### src/rtl/muldiv_pkg.sv
package muldiv_pkg;

  typedef enum logic [1:0] {
    ST_IDLE = 2'd0,
    ST_RUN  = 2'd1,
    ST_FIN  = 2'd2
  } md_state_e;

  typedef enum logic {
    OP_MUL = 1'b0,
    OP_DIV = 1'b1
  } md_op_e;

endpackage

### src/rtl/muldiv_ctrl.sv
module muldiv_ctrl
  import muldiv_pkg::*;
#(
  parameter int W = 8
) (
  input  logic clk,
  input  logic rst_n,
  input  logic start,
  input  logic zero_div,
  output logic load,
  output logic step,
  output logic busy,
  output logic done
);

  localparam int CW = (W > 1) ? $clog2(W) : 1;
  localparam logic [CW-1:0] LAST = CW'(W - 1);

  md_state_e     state_q, state_d;
  logic [CW-1:0] cnt_q, cnt_d;
  logic          cnt_en;

  always_comb begin
    state_d = state_q;
    cnt_d   = cnt_q;
    cnt_en  = 1'b0;
    load    = 1'b0;
    step    = 1'b0;
    unique case (state_q)
      ST_IDLE: begin
        if (start) begin
          load    = 1'b1;
          cnt_en  = 1'b1;
          cnt_d   = '0;
          state_d = zero_div ? ST_FIN : ST_RUN;
        end
      end
      ST_RUN: begin
        step   = 1'b1;
        cnt_en = 1'b1;
        cnt_d  = cnt_q + 1'b1;
        if (cnt_q == LAST) state_d = ST_FIN;
      end
      ST_FIN: state_d = ST_IDLE;
      default: state_d = ST_IDLE;
    endcase
  end

  always_ff @(posedge clk or negedge rst_n) begin
    if (!rst_n) begin
      state_q <= ST_IDLE;
      cnt_q   <= '0;
    end else begin
      state_q <= state_d;
      if (cnt_en) cnt_q <= cnt_d;
    end
  end

  assign busy = (state_q != ST_IDLE);
  assign done = (state_q == ST_FIN);

  assert_done_pulse_R6: assert property (@(posedge clk) disable iff (!rst_n)
    done |=> !done);

  assert_busy_hold_R7: assert property (@(posedge clk) disable iff (!rst_n)
    (busy && !done) |=> busy);

  assert_no_load_busy_R8: assert property (@(posedge clk) disable iff (!rst_n)
    busy |-> !load);

endmodule

### src/rtl/muldiv_step.sv
module muldiv_step #(
  parameter int W = 8
) (
  input  logic         op_div,
  input  logic [W-1:0] upper,
  input  logic [W-1:0] lower,
  input  logic [W-1:0] opnd,
  output logic [W-1:0] upper_n,
  output logic [W-1:0] lower_n
);

  logic [W:0]   acc_sum;
  logic [W:0]   shifted;
  logic [W-1:0] trial;
  logic         fits;

  always_comb begin
    acc_sum = {1'b0, upper} + {1'b0, (lower[0] ? opnd : '0)};
    shifted = {upper, lower[W-1]};
    fits    = (shifted >= {1'b0, opnd});
    trial   = shifted[W-1:0] - opnd;
    if (op_div) begin
      upper_n = fits ? trial : shifted[W-1:0];
      lower_n = {lower[W-2:0], fits};
    end else begin
      upper_n = acc_sum[W:1];
      lower_n = {acc_sum[0], lower[W-1:1]};
    end
  end

endmodule

### src/rtl/muldiv_dp.sv
module muldiv_dp #(
  parameter int W = 8
) (
  input  logic         clk,
  input  logic         rst_n,
  input  logic         load,
  input  logic         step,
  input  logic         busy,
  input  logic         op_div,
  input  logic [W-1:0] a_in,
  input  logic [W-1:0] b_in,
  output logic [W-1:0] upper_q,
  output logic [W-1:0] lower_q,
  output logic         op_q,
  output logic         zdiv_q
);

  logic [W-1:0] opnd_q;
  logic [W-1:0] upper_d, lower_d, upper_s, lower_s;
  logic         op_d, zdiv_d, reg_en;

  muldiv_step #(.W(W)) u_step (
    .op_div  (op_q),
    .upper   (upper_q),
    .lower   (lower_q),
    .opnd    (opnd_q),
    .upper_n (upper_s),
    .lower_n (lower_s)
  );

  always_comb begin
    reg_en  = load | step;
    op_d    = op_q;
    zdiv_d  = zdiv_q;
    upper_d = upper_s;
    lower_d = lower_s;
    if (load) begin
      op_d    = op_div;
      zdiv_d  = op_div && (b_in == '0);
      lower_d = a_in;
      upper_d = zdiv_d ? b_in : '0;
    end
  end

  always_ff @(posedge clk or negedge rst_n) begin
    if (!rst_n) begin
      upper_q <= '0;
      lower_q <= '0;
      opnd_q  <= '0;
      op_q    <= 1'b0;
      zdiv_q  <= 1'b0;
    end else if (reg_en) begin
      upper_q <= upper_d;
      lower_q <= lower_d;
      if (load) begin
        opnd_q <= b_in;
        op_q   <= op_d;
        zdiv_q <= zdiv_d;
      end
    end
  end

  assert_opnd_hold_R8: assert property (@(posedge clk) disable iff (!rst_n)
    busy |=> $stable(opnd_q) && $stable(op_q));

  assert_div_rem_bound_R3: assert property (@(posedge clk) disable iff (!rst_n)
    (busy && op_q && !zdiv_q) |-> (upper_q < opnd_q));

endmodule

### src/rtl/muldiv_seq.sv
module muldiv_seq
  import muldiv_pkg::*;
#(
  parameter int W = 8
) (
  input  logic         clk,
  input  logic         rst_n,
  input  logic         start,
  input  logic         op_div,
  input  logic [W-1:0] a_in,
  input  logic [W-1:0] b_in,
  output logic         busy,
  output logic         done,
  output logic [W-1:0] a_out,
  output logic [W-1:0] b_out,
  output logic         ab_we,
  output logic         cy_out,
  output logic         cy_we,
  output logic         ov_out,
  output logic         ov_we
);

  localparam int PW = 2 * W;

  logic [1:0]   rst_sync_q;
  logic         rst_int_n;
  logic         load, step, op_q, zdiv_q;
  logic [W-1:0] upper_q, lower_q;

  always_ff @(posedge clk or negedge rst_n) begin
    if (!rst_n) rst_sync_q <= 2'b00;
    else        rst_sync_q <= {rst_sync_q[0], 1'b1};
  end
  assign rst_int_n = rst_sync_q[1];

  muldiv_ctrl #(.W(W)) u_ctrl (
    .clk      (clk),
    .rst_n    (rst_int_n),
    .start    (start),
    .zero_div (op_div && (b_in == '0)),
    .load     (load),
    .step     (step),
    .busy     (busy),
    .done     (done)
  );

  muldiv_dp #(.W(W)) u_dp (
    .clk     (clk),
    .rst_n   (rst_int_n),
    .load    (load),
    .step    (step),
    .busy    (busy),
    .op_div  (op_div),
    .a_in    (a_in),
    .b_in    (b_in),
    .upper_q (upper_q),
    .lower_q (lower_q),
    .op_q    (op_q),
    .zdiv_q  (zdiv_q)
  );

  assign a_out  = lower_q;
  assign b_out  = upper_q;
  assign ab_we  = done && !zdiv_q;
  assign cy_out = 1'b0;
  assign cy_we  = done;
  assign ov_we  = done;
  assign ov_out = op_q ? zdiv_q : (upper_q != '0);

  // Operand shadow used only by the checks below
  logic [W-1:0] cap_a, cap_b;
  logic         cap_div;
  logic [PW-1:0] cap_prod, div_back;

  always_ff @(posedge clk or negedge rst_int_n) begin
    if (!rst_int_n) begin
      cap_a   <= '0;
      cap_b   <= '0;
      cap_div <= 1'b0;
    end else if (start && !busy) begin
      cap_a   <= a_in;
      cap_b   <= b_in;
      cap_div <= op_div;
    end
  end

  assign cap_prod = {{W{1'b0}}, cap_a} * {{W{1'b0}}, cap_b};
  assign div_back = {{W{1'b0}}, a_out} * {{W{1'b0}}, cap_b} + {{W{1'b0}}, b_out};

  assert_mul_product_R1: assert property (@(posedge clk) disable iff (!rst_int_n)
    (done && !cap_div) |-> ({b_out, a_out} == cap_prod) && ab_we);

  assert_mul_overflow_R2: assert property (@(posedge clk) disable iff (!rst_int_n)
    (done && !cap_div) |-> (ov_out == (cap_prod[PW-1:W] != '0)));

  assert_div_result_R3: assert property (@(posedge clk) disable iff (!rst_int_n)
    (done && cap_div && cap_b != '0) |->
      (div_back == {{W{1'b0}}, cap_a}) && (b_out < cap_b) && !ov_out && ab_we);

  assert_div_zero_R4: assert property (@(posedge clk) disable iff (!rst_int_n)
    (done && cap_div && cap_b == '0) |->
      ov_out && !ab_we && (a_out == cap_a) && (b_out == cap_b));

  assert_flags_written_R5: assert property (@(posedge clk) disable iff (!rst_int_n)
    done |-> (!cy_out && cy_we && ov_we));

  assert_zero_div_fast_R4: assert property (@(posedge clk) disable iff (!rst_int_n)
    (start && !busy && op_div && b_in == '0) |=> done);

endmodule

### config.mk
export PLATFORM = sky130hd
export DESIGN_NAME = muldiv_seq
export DESIGN_NICKNAME = d
export VERILOG_FILES = /design/src/rtl/muldiv_pkg.sv /design/src/rtl/muldiv_ctrl.sv /design/src/rtl/muldiv_step.sv /design/src/rtl/muldiv_dp.sv /design/src/rtl/muldiv_seq.sv
export SDC_FILE = /design/constraint.sdc
export NUM_CORES = 1
export LEC_CHECK = 0
export BUFFER_PORTS_ARGS = -buffer_cell sky130_fd_sc_hd__buf_2
export CORE_UTILIZATION = 58
export CTS_BUF_LIST = sky130_fd_sc_hd__clkbuf_2 sky130_fd_sc_hd__clkbuf_4 sky130_fd_sc_hd__clkbuf_8
export CTS_CLUSTER_SIZE = 40
export DETAILED_ROUTE_END_ITERATION = 8
export HOLD_SLACK_MARGIN = 0.08
export PLACE_DENSITY = 0.84
export SETUP_SLACK_MARGIN = 0.15
export SYNTH_ARGS = -nofsm -noshare
export SYNTH_HDL_FRONTEND = slang
export SYNTH_SLANG_ARGS = --single-unit
### constraint.sdc
create_clock -name clk -period 1.7 [get_ports clk]
set_input_delay 0.425 -clock clk [delete_from_list [all_inputs] [get_ports clk]]
set_output_delay 0.425 -clock clk [all_outputs]
set_load 0.1 [all_outputs]
==> PnR_summary.wiki, run 1 <==
{| class="wikitable"
! Metric !! Value
|-
| Status || did not finish
|-
| Stage where the run ended || clock tree synthesis (4_1_cts)
|-
| Log Error || [ERROR DPL-0038] Utilization greater than 100%, impossible to legalize
|-
| Post-CTS Hold Fix Bufs || 1
|-
| Number of distinct library cells after synthesis || 53
|-
| Total number of clock tree sinks || 33
|-
| Post-CTS Resized || between 60 and 70
|-
| Fraction of synthesis flops using an asynchronous set or reset pin || 100%
|-
| Synth Flop Type || dfrtp_1
|-
| Yosys warns || 0
|-
| CTS root buf || clkbuf_8
|-
| Post-DP HPWL || a little over 7 mm
|-
| Combinational family with the most area after synthesis || compound AO/OA/AOI/OAI gates
|-
| Adder-Cell Fraction of Synth Area || between 10% and 20%
|-
| IO Count || between 40 and 50
|-
| Mapped Cells || roughly 270
|-
| Buffers from clock root to sink, at most || 2
|-
| Die height || about 67 um
|-
| Complex-gate fraction of the synthesized area || between 20% and 30%
|-
| H-tree levels || 2
|-
| Mapped cell area || 2420 sq um
|-
| Postcts setup bufs || 19
|-
| EDFF count, synth || 0
|-
| Register area share after synthesis || approximately 34%
|-
| Multiplexer share of the synthesized area || approximately 7%
|-
| TritonCTS buffer count || 5
|-
| Mean instance size in the synthesized netlist || ~8.9 sq um
|-
| Flip-flop and latch count after synthesis || 33
|-
| Initial cell density of the core || roughly 60%
|-
| Simple logic cell fraction of the synthesized area || 20.8%
|-
| Number of rows created at floorplan || 23
|-
| Global placer's final weighted congestion || 0.954
|-
| Mapped Nets || about 310
|-
| Die width || roughly 67 um
|-
| Count of buffers from port buffering || about 40
|-
| Xor/xnor share of the synthesized area || under 10%
|-
| Count of placed standard cells including taps || 420
|}
## synth_stat cells, drive strengths merged (6+ instances only)
cell,n,area [sq um]
a22oi,6,45.0
dfrtp,33,826
and2,9,58.8
nor2,26,105
o21ai,26,130
mux2i,9,90.1
a21oi,9,56.3
buf,9,55.1
nand2,37,139
inv,10,37.5
mux2,7,78.8
ha,18,225
## cells by family after synthesis
logic type / Yosys count
fa+ha+maj: 20
mux: 16
compound gates: 75
flops: 33
buf+inv: 21
xor+xnor: 4
other cells: 2
simple gates: 101
## stage by stage
step | area [sq um] | util [%] | TNS (ns) | setup slack (ns)
floorplan | 2620 | - | -4.68 | -0.767
global placement | 3490 | 87.3 | -3.71 | -0.544
detailed placement | 3490 | 87.3 | -4.47 | -0.613
==> run 2: changes to the inputs <==
Settings changed: CORE_UTILIZATION 58 to 40, CTS_BUF_LIST sky130_fd_sc_hd__clkbuf_2 sky130_fd_sc_hd__clkbuf_4 sky130_fd_sc_hd__clkbuf_8 to not set, CTS_CLUSTER_SIZE 40 to not set, HOLD_SLACK_MARGIN 0.08 to not set, PLACE_DENSITY 0.84 to not set, PLACE_DENSITY_LB_ADDON set to 0.15, SETUP_SLACK_MARGIN 0.15 to not set.
==> run 2 against run 1 <==
The flow now finishes, with violations (negative setup slack). Synthesized cell count is the same. Synthesized area is the same.
==> PnR_summary.wiki, run 2 <==
{| class="wikitable"
! Metric !! Value
|-
| Status || finished with violations
|-
| Violated checks || negative setup slack
|-
| Initial cell density of the core || about 43%
|-
| Hold/Removal Path Class || reg2async
|-
| Iteration-0 DRC count of the detailed router || about 140
|-
| IO Count || 43
|-
| RSZ-0062 raised after global routing || true
|-
| Hold slack || 0.254 ns
|-
| Worst setup slack after layout || -0.570 ns
|-
| Most frequently used cell type in the post-synthesis netlist || nand2_1
|-
| Largest net degree at the start of global routing || 32
|-
| Max Slew Vio Count || 0
|-
| Period utilization || 134%
|-
| Multiplexer share of the synthesized area || under 10%
|-
| Number of distinct library cells after synthesis || 53
|-
| Total number of clock tree sinks || 33
|-
| Global placer's final weighted congestion || 0.878
|-
| Number of global-route vias before repair || 2525
|-
| Number of antenna diodes || 0
|-
| Combinational family with the most area after synthesis || compound AO/OA/AOI/OAI gates
|-
| Min Clock Period, post-route || about 2.3 ns
|-
| Mapped cell area || roughly 2400 sq um
|-
| Final hold viol count || 0
|-
| Die width || about 80 um
|-
| Type of element launching the critical path || register
|-
| Yosys warns || 0
|-
| Top Registers || u_dp.lower_q: 8 flops, u_dp.opnd_q: 8 flops, u_dp.upper_q: 8 flops
|-
| Post-DP HPWL || roughly 5.7 mm
|-
| Most common library cell in the layout ignoring fill and taps || buf_4
|-
| Vias per Instance || 5.43
|-
| Leftover overflow at the end of global routing || 0
|-
| Count of placed standard cells including taps || around 440
|-
| WL final || slightly above 8 mm
|-
| Req. time, crit path || ~1.9 ns
|-
| Number of antenna violations at the first check in global routing || 0
|-
| Mean instance size in the synthesized netlist || ~8.9 sq um
|-
| Xor/xnor share of the synthesized area || under 10%
|-
| Combined global-route utilization of all metal layers || 26.3%
|-
| Worst path arrival time || 2.44 ns
|-
| Complex-gate fraction of the synthesized area || 21.2%
|-
| Die height || ~80 um
|-
| H-tree levels || 2
|-
| Post-detailed-route DRC marker count || 0
|-
| Router iterations before antenna repair || 5
|-
| Largest clock skew in the final design || around 0.012 ns
|-
| Most numerous cell types in the synthesized netlist || 37 x nand2_1, 33 x dfrtp_1, 25 x nor2_1, 20 x o21ai_0, 18 x ha_1
|-
| Leading cell types in the layout, fill and taps excluded || 67 x buf_4, 36 x nand2_1, 26 x buf_2
|-
| Antenna-violating nets left || 0
|-
| Die area || roughly 6400 sq um
|-
| TritonCTS clock tree || done
|-
| Relative area change from synthesis to final layout || 64.6%
|-
| Maximum Capacitance Violations || 0
|-
| EDFF count, synth || 0
|-
| Flip-flop and latch count after synthesis || 33
|-
| Routed via count || 2497
|-
| Buffers from clock root to sink, at most || 2
|-
| Critical Path Sink Type || register
|-
| Ranking of synthesized cells by area || dfrtp_1 34%, ha_1 9.3%, nand2_1 5.7%
|-
| Fraction of final layout cells sized beyond drive strength 1 || about half
|-
| Startpoint-to-endpoint class of the critical path || reg2reg
|-
| Mapped Cells || approximately 270
|-
| Synth Flop Type || dfrtp_1
|-
| WL per Instance || between 15 and 20 um
|-
| Cell Count, Final, Fillers Out || 460
|-
| Final count of negative-setup-slack endpoints || 10
|-
| Wire length of the first global-routing pass || around 13 mm
|-
| Clock transition at the registers of the reported paths || around 0.07 ns
|-
| Yosys top cell area share || ~34%
|-
| Clock latency at the later pin of the worst-skew pair || between 0.2 and 0.3 ns
|-
| Leading area contributor after synthesis || dfrtp_1
|-
| CTS root buf || clkbuf_8
|-
| TritonCTS buffer count || 5
|-
| Number of rows created at floorplan || 27
|-
| Maximum clock frequency || 440 MHz
|-
| Simple logic cell fraction of the synthesized area || between 20% and 30%
|-
| Count of buffers from port buffering || 41
|-
| Core Footprint || around 5700 sq um
|-
| Post-layout nets || approximately 430
|-
| Maximum fanout along the worst path || 2
|-
| Register area share after synthesis || 34.2%
|-
| Fraction of synthesis flops using an asynchronous set or reset pin || 100%
|-
| Mapped Nets || between 300 and 400
|-
| Adder-Cell Fraction of Synth Area || between 10% and 20%
|}
-- run 2: cell counts after synthesis --
Identical to the previous run, type by type.
-- run 2: cells by family (layout without fill, tap and decap cells) --
| family | Yosys count | in the layout |
|---|---|---|
| compound gates | 75 | 75 |
| buf+inv | 21 | 137 |
| mux | 16 | 16 |
| other cells | 2 | 2 |
| xor+xnor | 4 | 4 |
| fa+ha+maj | 20 | 20 |
| simple gates | 101 | 101 |
| flops | 33 | 33 |
-- run 2: cell type report --
cell class / count / area (sq um)
multi-input cells: 218 / 1860
repair buffers: 119 / 1040
clock buffers: 8 / 90.1
inverters: 10 / 40.0
flip-flops and latches: 33 / 863
well taps: 72 / 90.1
fillers: 428 / 1700
-- run 2: critical path, stage by stage, from the launching register on --
cell and delay, ns:
dfrtp_4 0.48, and2_4 0.15, ha_4 0.16, fa_2 0.35, a211oi_2 0.19, nor2_1 0.08, o21a_1 0.17, or3_1 0.30
a32oi_1 0.18, o21ai_1 0.08
-- run 2: path summary, 6_finish.rpt --
check / start / end / slack, ns / cells after the start
worst max-delay path: u_dp.lower_q[0] / u_dp.upper_q[5] / -0.57 / 9
worst min-delay path: rst_sync_q[1] / u_dp.upper_q[0] / 0.25 / 1
worst max register to register: u_dp.lower_q[0] / u_dp.upper_q[5] / -0.57 / 9
worst min register to register: rst_sync_q[1] / u_dp.upper_q[0] / 0.25 / 1
max in group asynchronous: rst_sync_q[1] / u_dp.upper_q[5] / 1.10 / 1
min in group clk: rst_sync_q[0] / rst_sync_q[1] / 0.36 / 0
-- run 2: what timing repair did --
| item | in CTS | in global routing |
|---|---|---|
| setup buffers | 9 | 6 |
| pin swaps | 20 | 15 |
| hold buffers | 1 | 0 |
| resized for setup | 36 | 20 |
| setup endpoints to repair | 15 | 16 |
| hold endpoints to repair | 2 | 0 |
-- run 2: metrics by stage --
stage / utilization [%] / setup WS, ns / cell area [sq um] / setup TNS [ns]
3_3_place_gp: 61.0 / -0.584 / 3460 / -4.35
6_report: 70.1 / -0.570 / 3980 / -4.15
5_1_grt: 70.1 / -0.685 / 3980 / -4.83
3_5_place_dp: 61.0 / -0.584 / 3460 / -4.50
2_1_floorplan: - / -0.767 / 2620 / -4.68
4_1_cts: 67.6 / -0.580 / 3840 / -3.69
-- run 2: per-layer routing --
metal	vias to the layer above	GRT usage, %	wire length, um
met5	-	0	0
met4	0	6.91	102
met3	13	4.23	321
met2	63	46.8	4160
met1	1220	32.5	3500
li1	1201	-	-
Power of run 2 is not shown: default switching activity piles up to over one toggle a cycle in this logic, so the estimate is an artifact.
==> run 3: changes to the inputs <==
Settings changed: RECOVER_POWER set to 50.
==> run 3 against run 2 <==
The run still ends with negative setup slack left. Fmax hardly changed. Sequential share of layout area is 0.055 points higher. Final cell count stayed put. Non-clock buffer count stayed put. Highest routed layer unchanged. Utilization is 0.18 points lower. Hold slack better by 0.10 ns. Clock-buffer cell count stayed put. Critical path depth stayed put.
==> PnR_summary.wiki, run 3 (same netlist as run 2, synthesis figures left out) <==
{| class="wikitable"
! Metric !! Value
|-
| Number of antenna violations at the first check in global routing || 0
|-
| Maximum Capacitance Violations || 0
|-
| Footprint of the multi-input gates || approximately 1800 sq um
|-
| Storage element area || 863 sq um
|-
| RSZ-0062 raised after global routing || true
|-
| List of cells traversed by the critical path || and2_4 > ha_4 > fa_2 > a211oi_2 > nor2_1 > o21a_1 > or3_1 > a32oi_1 > o21ai_1
|-
| Cells on Worst Hold Path || 0
|-
| Dpl ws || -0.584 ns
|-
| Largest net degree at the start of global routing || 32
|-
| Routed via count || approximately 2500
|-
| Antenna-violating nets left || 0
|-
| Startpoint-to-endpoint class of the critical path || reg2reg
|-
| RR Endpoint || u_dp.upper_q[5]
|-
| Final count of negative-setup-slack endpoints || 10
|-
| Largest clock skew in the final design || between 0.008 and 0.009 ns
|-
| Max Slew Vio Count || 0
|-
| Most common library cell in the layout ignoring fill and taps || buf_4
|-
| Final hold viol count || 0
|-
| Critical Path Sink Type || register
|-
| IO Count || between 40 and 50
|-
| Worst setup slack after layout || -0.569 ns
|-
| Req. time, crit path || between 1.5 and 2 ns
|-
| Type of element launching the critical path || register
|-
| Total number of clock tree sinks || 33
|-
| Register-to-register setup slack || -0.57 ns
|-
| Critical path's slowest cell || dfrtp_4
|-
| Global placer's final weighted congestion || 0.878
|-
| Status || finished with violations
|-
| RR Startpoint || u_dp.lower_q[0]
|-
| Hold/Removal Path Class || reg2reg
|-
| Maximum fanout along the worst path || 2
|-
| Top Registers || u_dp.lower_q: 8 flops, u_dp.opnd_q: 8 flops, u_dp.upper_q: 8 flops
|-
| TritonCTS clock tree || done
|-
| CTS root buf || clkbuf_8
|-
| Leading cell types in the layout, fill and taps excluded || 66 x buf_4, 36 x nand2_1, 25 x buf_2
|-
| Vias per Instance || approximately 5.5
|-
| TritonCTS buffer count || 5
|-
| Combined global-route utilization of all metal layers || approximately a quarter
|-
| Core Footprint || around 5700 sq um
|-
| Buffers from clock root to sink, at most || 2
|-
| Number of antenna diodes || 0
|-
| Die width || 79.7 um
|-
| Post-detailed-route DRC marker count || 0
|-
| Clock transition at the registers of the reported paths || about 0.07 ns
|-
| Post-DP HPWL || between 5 and 6 mm
|-
| Hold Path End || rst_sync_q[1]
|-
| Die height || between 70 and 80 um
|-
| Count of placed standard cells including taps || ~440
|-
| Relative area change from synthesis to final layout || 64.2%
|-
| Number of global-route vias before repair || between 2000 and 3000
|-
| Wire length of the first global-routing pass || between 10 and 15 mm
|-
| Fill cells || between 400 and 500
|-
| Violated checks || negative setup slack
|-
| Count of buffers from port buffering || 41
|-
| Router iterations before antenna repair || 4
|-
| Die area || around 6400 sq um
|-
| Cell Count, Final, Fillers Out || between 400 and 500
|-
| Number of rows created at floorplan || 27
|-
| Period utilization || 133%
|-
| WL per Instance || between 15 and 20 um
|-
| Leftover overflow at the end of global routing || 0
|-
| Max-slew headroom at the worst pin || a little under half
|-
| Fraction of final layout cells sized beyond drive strength 1 || around 50%
|-
| Min-delay src || rst_sync_q[0]
|-
| H-tree levels || 2
|-
| Iteration-0 DRC count of the detailed router || 150
|-
| R2r worst-path depth || 9
|-
| Post-layout nets || 427
|-
| Initial cell density of the core || between 40% and 50%
|-
| Transition time at the pin with the least slew margin || between 0.7 and 0.8 ns
|-
| Worst stage delay on the critical path || approximately 0.48 ns
|-
| WL final || a little over 8 mm
|-
| Min Clock Period, post-route || about 2.3 ns
|-
| Clock latency at the later pin of the worst-skew pair || ~0.29 ns
|-
| Maximum clock frequency || about 440 MHz
|-
| Worst path arrival time || between 2 and 2.5 ns
|}
## run 3: cell types whose count changed in the layout (fill, tap and decap cells not counted), sizes merged
cell,delta
buf,-2
clkbuf,+2
## run 3: routing by layer
metal	vias to the layer above	GRT usage [%]	wire length, um
li1	1205	-	-
met2	91	46.8	4100
met1	1202	32.5	3460
met3	18	4.23	401
met5	-	0	0
met4	0	6.91	151
## run 3: per-stage QoR
step / hold slack (ns) / cell area (sq um) / utilization, % / TNS [ns]
finish: 0.356 / 3970 / 69.9 / -4.14
global route: 0.373 / 3970 / 69.9 / -4.88
CTS: 0.282 / 3840 / 67.6 / -3.69
detailed placement: 0.211 / 3460 / 61.0 / -4.50
global placement: 0.210 / 3460 / 61.0 / -4.35
floorplan: 0.129 / 2620 / - / -4.68
## run 3: repair_timing
item                       in CTS  in global routing
buffers inserted                9                  6
hold buffers                    1                  0
resized for setup              36                 20
setup endpoints to repair      15                 16
hold endpoints to repair        2                  0
pin swaps                      20                 15
## run 3: layout make-up
class                   count  area share [%]
clock buffers               8            2.27
repair buffers            119            26.1
inverters                  10            1.01
well taps                  72            2.27
multi-input cells         218            46.6
flip-flops and latches     33            21.8
## run 3: worst max-delay path by stage
stage / to / cells past startpoint / start / slack (ns)
CTS: u_dp.upper_q[5] / 9 / u_dp.lower_q[0] / -0.58
global route: u_dp.upper_q[5] / 9 / u_dp.lower_q[0] / -0.68
floorplan: u_dp.upper_q[5] / 9 / u_dp.lower_q[0] / -0.77
global placement: u_dp.upper_q[5] / 9 / u_dp.lower_q[0] / -0.58
finish: u_dp.upper_q[5] / 9 / u_dp.lower_q[0] / -0.57
detailed placement: u_dp.upper_q[5] / 9 / u_dp.lower_q[0] / -0.58
## run 3: worst max-delay path: cells and delay by family (launching register included)
kind / cells / cell delay (ns)
compound gates: 4 / 0.62
flops: 1 / 0.48
simple gates: 3 / 0.53
fa+ha+maj: 2 / 0.51
Power of run 3 is left out for the same reason.
==> run 4: changes to the inputs <==
Settings changed: TNS_END_PERCENT set to 1.
==> run 4 against run 3 <==
The flow still finishes with violations (negative setup slack). Cell area decreased by 12%. Final cell count down 3.5%. Global-route usage fell by 1.0 points. Utilization is 8.2 points lower. Register-to-register slack lost 0.02 ns. Via count down 5.2%. Fmax shrank 0.92%. Clock skew is 0.0018 ns lower. Sequential cell count did not move. First-iteration DRC count is 6.7% higher. Largest cell class unchanged. Highest routed layer unchanged.
==> PnR_summary.wiki, run 4 (same netlist as run 2, synthesis figures left out) <==
{| class="wikitable"
! Metric !! Value
|-
| Min Clock Period, post-route || about 2.3 ns
|-
| Total number of clock tree sinks || 33
|-
| Hold Path End || u_dp.op_q
|-
| Count of buffers from port buffering || 41
|-
| Largest clock skew in the final design || 0.00688 ns
|-
| Final count of negative-setup-slack endpoints || 14
|-
| Maximum clock frequency || 437 MHz
|-
| Top Registers || u_dp.lower_q: 8 flops, u_dp.opnd_q: 8 flops, u_dp.upper_q: 8 flops
|-
| Die width || roughly 80 um
|-
| Clock transition at the registers of the reported paths || 0.07 ns
|-
| Violated checks || negative setup slack
|-
| Worst stage delay on the critical path || between 0.4 and 0.5 ns
|-
| Period utilization || 135%
|-
| List of cells traversed by the critical path || buf_6 > and2_1 > ha_1 > o21ai_0 > nor2_1 > o221ai_2 > a21oi_2 > mux2i_1 > a211o_1
|-
| Buffers from clock root to sink, at most || 2
|-
| Max Slew Vio Count || 0
|-
| Combined global-route utilization of all metal layers || about a quarter
|-
| TritonCTS clock tree || done
|-
| WL final || roughly 7.3 mm
|-
| Transition time at the pin with the least slew margin || about 0.84 ns
|-
| Worst path arrival time || ~2.5 ns
|-
| Fraction of final layout cells sized beyond drive strength 1 || 39.8%
|-
| TritonCTS buffer count || 5
|-
| Post-DP HPWL || about 5.6 mm
|-
| Final hold viol count || 0
|-
| Vias per Instance || 5.37
|-
| Post-detailed-route DRC marker count || 0
|-
| Wire length of the first global-routing pass || 12.1 mm
|-
| Leftover overflow at the end of global routing || 0
|-
| Dpl ws || -0.593 ns
|-
| Die area || roughly 6400 sq um
|-
| Register-to-register setup slack || -0.59 ns
|-
| Maximum fanout along the worst path || 4
|-
| Clock latency at the later pin of the worst-skew pair || 0.28 ns
|-
| Cells on Worst Hold Path || 3
|-
| Number of rows created at floorplan || 27
|-
| Req. time, crit path || between 1.5 and 2 ns
|-
| Leading cell types in the layout, fill and taps excluded || 56 x buf_4, 37 x nand2_1, 28 x buf_2, 28 x dfrtp_1, 25 x nor2_1
|-
| Status || finished with violations
|-
| Relative area change from synthesis to final layout || 45.0%
|-
| RR Startpoint || u_dp.lower_q[0]
|-
| H-tree levels || 2
|-
| Maximum Capacitance Violations || 0
|-
| Critical path's slowest cell || dfrtp_4
|-
| Antenna-violating nets left || 0
|-
| Routed via count || around 2400
|-
| Fill cells || between 500 and 600
|-
| Die height || 79.7 um
|-
| Max-slew headroom at the worst pin || 44.0%
|-
| Type of element launching the critical path || register
|-
| R2r worst-path depth || 9
|-
| Worst setup slack after layout || -0.590 ns
|-
| Most common library cell in the layout ignoring fill and taps || buf_4
|-
| WL per Instance || between 15 and 20 um
|-
| Initial cell density of the core || a little over two fifths
|-
| Startpoint-to-endpoint class of the critical path || reg2reg
|-
| Post-layout nets || approximately 410
|-
| IO Count || 43
|-
| Number of antenna diodes || 0
|-
| Global placer's final weighted congestion || between 0.8 and 0.9
|-
| Router iterations before antenna repair || 4
|-
| Core Footprint || 5680 sq um
|-
| Min-delay src || op_div
|-
| Number of antenna violations at the first check in global routing || 0
|-
| Iteration-0 DRC count of the detailed router || between 150 and 200
|-
| RR Endpoint || u_dp.upper_q[6]
|-
| RSZ-0062 raised after global routing || true
|-
| Number of global-route vias before repair || ~2400
|-
| Largest net degree at the start of global routing || 32
|-
| CTS root buf || clkbuf_8
|-
| Hold/Removal Path Class || in2reg
|-
| Critical Path Sink Type || register
|}
## run 4: changes by cell type in the layout (fill, tap and decap cells not counted), moves of 4 or more
cell | previous run | this run
buf_6 | 10 | 5
dfrtp_4 | 10 | 1
dfrtp_2 | 0 | 4
buf_4 | 66 | 56
dfrtp_1 | 23 | 28
ha_4 | 12 | 2
ha_1 | 6 | 15
## run 4: layout make-up
type / count / area, sq um / area share (%)
Clock buffer: 8 / 90.1 / 2.57
Multi-Input combinational cell: 218 / 1610 / 45.9
Timing Repair Buffer: 103 / 843 / 24.1
Inverter: 10 / 37.5 / 1.07
Tap cell: 72 / 90.1 / 2.57
Sequential cell: 33 / 835 / 23.8
## run 4: routing by layer
metal / vias up / wire length [um] / track usage, %
li1: 1165 / - / -
met1: 1133 / 3350 / 34.9
met2: 71 / 3490 / 41.1
met3: 15 / 345 / 4.00
met4: 0 / 125 / 5.82
met5: - / 0 / 0
## run 4: critical path: cells and delay by family, from the launching register on
kind / cells / cell delay, ns
mux: 1 / 0.11
simple gates: 2 / 0.39
flops: 1 / 0.48
buf+inv: 1 / 0.12
compound gates: 4 / 0.71
fa+ha+maj: 1 / 0.35
## run 4: how the worst max path moves through the flow
stage                          from         endpoint  slack, ns  depth (start not counted)
floorplan           u_dp.lower_q[0]  u_dp.upper_q[5]      -0.78                          9
global placement    u_dp.lower_q[0]  u_dp.upper_q[5]      -0.57                          9
detailed placement  u_dp.lower_q[0]  u_dp.upper_q[5]      -0.59                          9
CTS                 u_dp.lower_q[0]  u_dp.upper_q[5]      -0.55                          9
global route        u_dp.lower_q[0]  u_dp.upper_q[6]      -0.65                          9
finish              u_dp.lower_q[0]  u_dp.upper_q[6]      -0.59                          9
## run 4: repair_timing
item / CTS / global route
setup buffers: 1 / 0
resized for setup: 13 / 10
hold buffers: 1 / 0
endpoints found under the hold margin: 2 / 0
endpoints found under the setup margin: 15 / 18
pin swaps: 9 / 5
## run 4: stage by stage
stage	hold slack (ns)	TNS (ns)	area (sq um)	util (%)	instances
after floorplan	0.129	-7.87	2460	-	272
after global placement	0.209	-4.01	3290	58.0	434
after detailed placement	0.214	-4.34	3290	58.0	434
after CTS	0.287	-4.12	3470	61.1	444
after global routing	0.370	-5.43	3500	61.7	444
final	0.361	-4.39	3500	61.7	444
Power of run 4 is left out for the same reason.
